`config.mk`:
```
export PLATFORM = sky130hd
export DESIGN_NAME = bus_size_splitter
export DESIGN_NICKNAME = d
export VERILOG_FILES = /design/src/rtl/bss_pkg.sv /design/src/rtl/bss_size_decode.sv /design/src/rtl/bss_lane_fit.sv /design/src/rtl/bss_rd_merge.sv /design/src/rtl/bss_wr_align.sv /design/src/rtl/bus_size_splitter.sv
export SDC_FILE = /design/constraint.sdc
export NUM_CORES = 1
export LEC_CHECK = 0
export ABC_AREA = 1
export CAP_MARGIN = 20
export CORE_AREA = 5 5 114 116
export CTS_BUF_LIST = sky130_fd_sc_hd__clkbuf_4 sky130_fd_sc_hd__clkbuf_8
export DETAILED_ROUTE_END_ITERATION = 7
export DIE_AREA = 0 0 119 121
export PLACE_DENSITY = 0.83
export SETUP_SLACK_MARGIN = 0.02
export SLEW_MARGIN = 15
export SYNTH_ARGS = -nofsm -noshare
export SYNTH_HDL_FRONTEND = slang
export SYNTH_SLANG_ARGS = --single-unit
export TNS_END_PERCENT = 10
```
`constraint.sdc`:
```
create_clock -name clk -period 1.6 [get_ports clk]
set_input_delay 0.16 -clock clk [delete_from_list [all_inputs] [get_ports clk]]
set_output_delay 0.16 -clock clk [all_outputs]
set_load 0.005 [all_outputs]
```
`src/rtl/bss_pkg.sv`:
```
package bss_pkg;
    localparam int LANES = 4;
    localparam int BUS_W = 8 * LANES;

    typedef enum logic [1:0] {
        ST_IDLE = 2'd0,
        ST_ADDR = 2'd1,
        ST_DATA = 2'd2
    } bss_state_e;

    typedef enum logic [1:0] {
        WID_32 = 2'd0,
        WID_16 = 2'd1,
        WID_8  = 2'd2
    } bss_width_e;
endpackage

```
`src/rtl/bss_size_decode.sv`:
```
module bss_size_decode
    import bss_pkg::*;
(
    input  logic       sz16_n,
    input  logic       sz8_n,
    output bss_width_e width
);
    // 8-bit report wins when both are low
    always_comb begin
        if (!sz8_n)       width = WID_8;
        else if (!sz16_n) width = WID_16;
        else              width = WID_32;
    end
endmodule

```
`src/rtl/bss_lane_fit.sv`:
```
module bss_lane_fit
    import bss_pkg::*;
(
    input  logic [LANES-1:0] mask,
    input  bss_width_e       width,
    output logic [LANES-1:0] sel
);
    logic [LANES-1:0] lowest;

    always_comb begin
        lowest = mask & (~mask + {{(LANES-1){1'b0}}, 1'b1});
        case (width)
            WID_8:   sel = lowest;
            WID_16:  sel = (|mask[1:0]) ? {2'b00, mask[1:0]} : {mask[3:2], 2'b00};
            default: sel = mask;
        endcase
    end
endmodule

```
`src/rtl/bss_rd_merge.sv`:
```
module bss_rd_merge
    import bss_pkg::*;
(
    input  logic [BUS_W-1:0] acc,
    input  logic [BUS_W-1:0] bus,
    input  logic [LANES-1:0] xfer,
    input  bss_width_e       width,
    output logic [BUS_W-1:0] merged
);
    for (genvar k = 0; k < LANES; k++) begin : g_lane
        localparam int HK = k % 2;
        logic [7:0] src;
        always_comb begin
            case (width)
                WID_8:   src = bus[7:0];
                WID_16:  src = bus[8*HK +: 8];
                default: src = bus[8*k +: 8];
            endcase
            merged[8*k +: 8] = xfer[k] ? src : acc[8*k +: 8];
        end
    end
endmodule

```
`src/rtl/bss_wr_align.sv`:
```
module bss_wr_align
    import bss_pkg::*;
(
    input  logic [BUS_W-1:0] word,
    input  logic [LANES-1:0] be,
    output logic [BUS_W-1:0] data
);
    always_comb begin
        data = word;
        if (be[1:0] == 2'b00) data[15:0] = word[31:16];
        if (!be[0]) begin
            if (be[1])      data[7:0] = word[15:8];
            else if (be[2]) data[7:0] = word[23:16];
            else            data[7:0] = word[31:24];
        end
    end
endmodule

```
`src/rtl/bus_size_splitter.sv`:
```
module bus_size_splitter
    import bss_pkg::*;
#(
    parameter int AW = 30
) (
    input  logic             clk,
    input  logic             rst_n,
    input  logic             req_valid,
    input  logic [AW-1:0]    req_addr,
    input  logic [3:0]       req_be,
    input  logic             req_write,
    input  logic [31:0]      req_wdata,
    output logic             done,
    output logic [31:0]      rdata,
    output logic [AW-1:0]    bus_addr,
    output logic             bus_ads_n,
    output logic [3:0]       bus_be_n,
    output logic             bus_wr,
    output logic [31:0]      bus_wdata,
    input  logic [31:0]      bus_rdata,
    input  logic             bus_rdy_n,
    input  logic             bus_sz16_n,
    input  logic             bus_sz8_n,
    output logic             bus_blast_n
);
    typedef struct packed {
        bss_state_e       state;
        logic [LANES-1:0] pend;
        logic [LANES-1:0] cur_be;
        logic [BUS_W-1:0] rdata;
        logic [BUS_W-1:0] wdata;
        logic [AW-1:0]    addr;
        logic             write;
        logic             done;
    } regs_t;

    regs_t r_d, r_q;

    bss_width_e       width_now;
    logic [LANES-1:0] xfer, pend_after, next_be;
    logic [BUS_W-1:0] merged;
    logic             in_data;

    bss_size_decode u_dec (
        .sz16_n (bus_sz16_n),
        .sz8_n  (bus_sz8_n),
        .width  (width_now)
    );

    // bytes moved by this ready
    bss_lane_fit u_fit_xfer (
        .mask  (r_q.cur_be),
        .width (width_now),
        .sel   (xfer)
    );

    assign pend_after = r_q.pend & ~xfer;

    // enables for the follow-on cycle
    bss_lane_fit u_fit_next (
        .mask  (pend_after),
        .width (width_now),
        .sel   (next_be)
    );

    bss_rd_merge u_merge (
        .acc    (r_q.rdata),
        .bus    (bus_rdata),
        .xfer   (xfer),
        .width  (width_now),
        .merged (merged)
    );

    bss_wr_align u_align (
        .word (r_q.wdata),
        .be   (r_q.cur_be),
        .data (bus_wdata)
    );

    assign in_data = (r_q.state == ST_DATA);

    always_comb begin
        r_d      = r_q;
        r_d.done = 1'b0;
        case (r_q.state)
            ST_IDLE: begin
                if (req_valid && (|req_be)) begin
                    r_d.state  = ST_ADDR;
                    r_d.pend   = req_be;
                    r_d.cur_be = req_be;
                    r_d.addr   = req_addr;
                    r_d.write  = req_write;
                    r_d.wdata  = req_wdata;
                    r_d.rdata  = '0;
                end
            end
            ST_ADDR: r_d.state = ST_DATA;
            ST_DATA: begin
                if (!bus_rdy_n) begin
                    if (!r_q.write) r_d.rdata = merged;
                    r_d.pend = pend_after;
                    if (pend_after == '0) begin
                        r_d.state = ST_IDLE;
                        r_d.done  = 1'b1;
                    end else begin
                        r_d.state  = ST_ADDR;
                        r_d.cur_be = next_be;
                    end
                end
            end
            default: r_d.state = ST_IDLE;
        endcase
    end

    always_ff @(posedge clk) begin
        if (!rst_n) begin
            r_q <= '{state: ST_IDLE, default: '0};
        end else begin
            r_q <= r_d;
        end
    end

    assign done        = r_q.done;
    assign rdata       = r_q.rdata;
    assign bus_addr    = r_q.addr;
    assign bus_wr      = r_q.write;
    assign bus_ads_n   = (r_q.state != ST_ADDR);
    assign bus_be_n    = (r_q.state == ST_IDLE) ? 4'hF : ~r_q.cur_be;
    assign bus_blast_n = !(in_data && (pend_after == '0));
endmodule

```
==> qor.yml <==
global_route:
  first_pass_grt_wire_length_mm: 24.4
  grt_pass1_vias: 5020
  overall_overflow_remaining_after_global_route: 0
  grt_use_total: 0.208
  initial_antenna_violation_count: 0
  pin_count_of_the_biggest_net_entering_global_routing: 42
critical_path:
  ff2ff_setup_slack_ns: 0.02
  r2r_start: "r_q[98]"
  series_of_cell_instances_along_the_critical_path: "or2_4, buf_4, a21oi_1, o21ai_1, o221ai_1, buf_2"
  end_kind: "output port"
  reg2reg_path_depth: 8
  crit_path_top_delay_cell: "sky130_fd_sc_hd__dfxtp_2"
  slowest_delay_ns: 0.34
  timing.critical_path.fanout_max: 5
  critical_path_arrival_ns: 1.56
  timing_worst_setup_path_type: "register to output port"
  startpoint_type_of_the_worst_setup_path: "register"
  critPathRequiredTime_ns: 1.44
  crit-reg2reg-capture: "rdata[31]"
hold_path:
  hp-start: "rst_n"
  hold-path-endpoint: "r_q[104]"
  min_path_cells: 3
  holdCritPathClass: "input pin to register"
power_and_ir_drop:
  finalPower_mw: 6.66
  vdd_ir_drop_max_mv: 0.652
  pwr_density_cell_mw_per_mm2: 896
  power.leakage_nw: 2.91
placed_design:
  placed_wire_length_estimate_mm: 11.6
  io_buffers: 206
  place_inst: 1005
  placement.cell_area_mm2: 0.00714
  finalWeightedCongestion: 0.907
  post-place-ws_ns: -0.345
run_status:
  violations: "negative setup slack"
  outcome: "finished, violations left"
synthesis:
  synth.cell_area_mm2: 0.00520
  syn_nets: 826
  synth_seq_cells: 106
  yosys-mux-area-fraction: 0
  synth-simple-area-share: 0.134
  synthCells: 721
  main_combinational_cell_family_by_area_after_synthesis: "compound AO/OA/AOI/OAI gates"
  synth-compound-area-share: 0.250
  seq_area_frac_synth: 0.408
  yosys.area_share.adder: 0
  avgSynthCellArea_um2: 7.22
  netlist-cell-type-count: 26
  synthXorXnorAreaFrac: 0
  post-synth-top-area-cell: "sky130_fd_sc_hd__dfxtp_1"
  synth_area_leaders: "sky130_fd_sc_hd__dfxtp_1 41%, sky130_fd_sc_hd__a21oi_1 12%, sky130_fd_sc_hd__buf_4 11%"
  yosysWarnings: 0
  synth_top_area_share: 0.408
routing:
  detailroute.via_count: 5169
  route.final.wire_length_mm: 15.4
  detail_route.wl_per_cell_um: 15.0
  detail_route.drc_violations: 0
  drtIter0Drc: 368
  viasPerCell: 5.03
  drt-pass1-iter-count: 5
  antenna_left: 0
run:
  drv.max_cap_violation_count: 0
sta:
  final_min_period_over_clock_period: 1.08
  timing.fmax_ghz: 0.581
  timing.final.max_slew_violations: 0
  layout_setup_ws_ns: -0.121
  finalWorstPathRequiredPeriod_ns: 1.72
  setup_viol: 15
  final.setup_skew_ns: 0.00909
  tns_ns: -1.34
  max-slew-margin-rel: 0.754
  hold_viol_final: 0
  hold_slack_ns: 0.257
  grt_setup_unrepaired: "true"
  timing_worst_slew_pin_value_ns: 0.365
clock_tree:
  cts_hold_buffers: 0
  cts_root_buf: "sky130_fd_sc_hd__clkbuf_8"
  clkSlewWorstSetupHoldPaths_ns: 0.10
  h-tree-depth: 3
  worst_skew_pair.late_latency_ns: 0.37
  cts_sinks: 106
  tritoncts: "done"
  ctsLongestPathBuffers: 2
  number_of_buffers_created_by_cts: 9
floorplan:
  placeableCoreArea_mm2: 0.0118
  floorplan.io_pins: 207
  fp.dieH_um: 121
  core.rowCount: 40
  die_area_mm2: 0.0144
  die_width_um: 119
  initial_utilization: 0.440
cells_and_area:
  antenna_cells_inserted: 0
  drive_above_1_share: 0.151
  layout_overhead_on_the_synthesized_area_pct: 42.8
  fin_area_mm2: 0.00743
  layout.nets: 981
  utilization: 0.629
  post_layout_nonfiller_instances: 1028
## flip-flops by register name, summed over array words and instances, names as in the netlist
register  count
r_q          42
rdata        32
bus_addr     30
bus_wr        1
done          1
## power breakdown
part	switching (mW)	internal (mW)
Sequential	0.138	2.89
Clock	0.956	0.722
Combinational	0.902	1.05
## timing repair
action                     in CTS  in global routing
gates resized for setup        80                 36
setup endpoints to repair      43                 55
buffers inserted                4                  3
hold endpoints to repair        0                  0
pin swaps                       2                  5
## cells in the mapped netlist
cell                         n
sky130_fd_sc_hd__a21oi_1   128
sky130_fd_sc_hd__a31oi_1     1
sky130_fd_sc_hd__a31oi_4     1
sky130_fd_sc_hd__buf_1       2
sky130_fd_sc_hd__buf_2       4
sky130_fd_sc_hd__buf_4      78
sky130_fd_sc_hd__buf_6       1
sky130_fd_sc_hd__clkbuf_1   35
sky130_fd_sc_hd__dfxtp_1   106
sky130_fd_sc_hd__inv_1      82
sky130_fd_sc_hd__inv_2       5
sky130_fd_sc_hd__nand2_1    77
sky130_fd_sc_hd__nand2_2     1
sky130_fd_sc_hd__nand3_1    16
sky130_fd_sc_hd__nand3_2     2
sky130_fd_sc_hd__nand3b_1    1
sky130_fd_sc_hd__nand4_1     9
sky130_fd_sc_hd__nor2_1     40
sky130_fd_sc_hd__nor2_4      2
sky130_fd_sc_hd__nor3_1     11
sky130_fd_sc_hd__nor4_1      1
sky130_fd_sc_hd__o21ai_0   107
sky130_fd_sc_hd__o21ai_2     1
sky130_fd_sc_hd__o21ai_4     1
sky130_fd_sc_hd__o221ai_1    8
sky130_fd_sc_hd__or2_2       1
## area by class of cell
| class | count | area (um2) |
|---|---|---|
| multi-input cells | 408 | 2090 |
| repair buffers | 264 | 2510 |
| flip-flops and latches | 106 | 2130 |
| clock buffers | 9 | 124 |
| clock inverters | 7 | 68.8 |
| fillers | 1065 | 4380 |
| well taps | 147 | 184 |
| inverters | 87 | 327 |
## worst max-delay path: cells and delay by family, from the launching register on
family,cells,cell delay [ns]
and+or+nand+nor,1,0.28
buffers and inverters,2,0.32
AOI/OAI and AO/OA,3,0.25
DFF,1,0.34
## cell families (layout without fill, tap and decap cells)
family / after synthesis / in the layout
compound gates: 247 / 247
buf+inv: 207 / 367
flops: 106 / 106
simple gates: 161 / 161
## how the worst max path moves through the flow
stage                     cells past startpoint            to  startpoint
after floorplan                              10     rdata[21]    r_q[105]
after global placement                        7   bus_blast_n   bus_sz8_n
after detailed placement                      7   bus_blast_n   bus_sz8_n
after CTS                                     6  bus_wdata[1]     r_q[97]
after global routing                          6   bus_blast_n     r_q[98]
final                                         6  bus_wdata[4]     r_q[96]
## routing by layer
layer  share of wire  GRT usage  up-vias
met3           0.097     0.0704       26
li1                -          -     2602
met4           0.023     0.0811        0
met5               0          0        -
met1            0.40      0.239     2314
met2            0.48      0.355      227
## cells in the final DEF, fill, tap and decap left out, types with 8 or more instances in the layout
master                            synthesis  layout
sky130_fd_sc_hd__a21oi_1                128     126
sky130_fd_sc_hd__buf_2                    4      13
sky130_fd_sc_hd__buf_4                   78      49
sky130_fd_sc_hd__clkbuf_8                 0       9
sky130_fd_sc_hd__clkdlybuf4s50_1          0     184
sky130_fd_sc_hd__dfxtp_1                106     102
sky130_fd_sc_hd__inv_1                   82      79
sky130_fd_sc_hd__inv_2                    5       8
sky130_fd_sc_hd__nand2_1                 77      67
sky130_fd_sc_hd__nand2_2                  1      10
sky130_fd_sc_hd__nand3_1                 16      15
sky130_fd_sc_hd__nand4_1                  9       9
sky130_fd_sc_hd__nor2_1                  40      38
sky130_fd_sc_hd__nor3_1                  11      11
sky130_fd_sc_hd__o21ai_0                107      91
sky130_fd_sc_hd__o21ai_1                  0      10
sky130_fd_sc_hd__o221ai_1                 8       8
No activity file was read; power rests on OpenSTA's default activity.
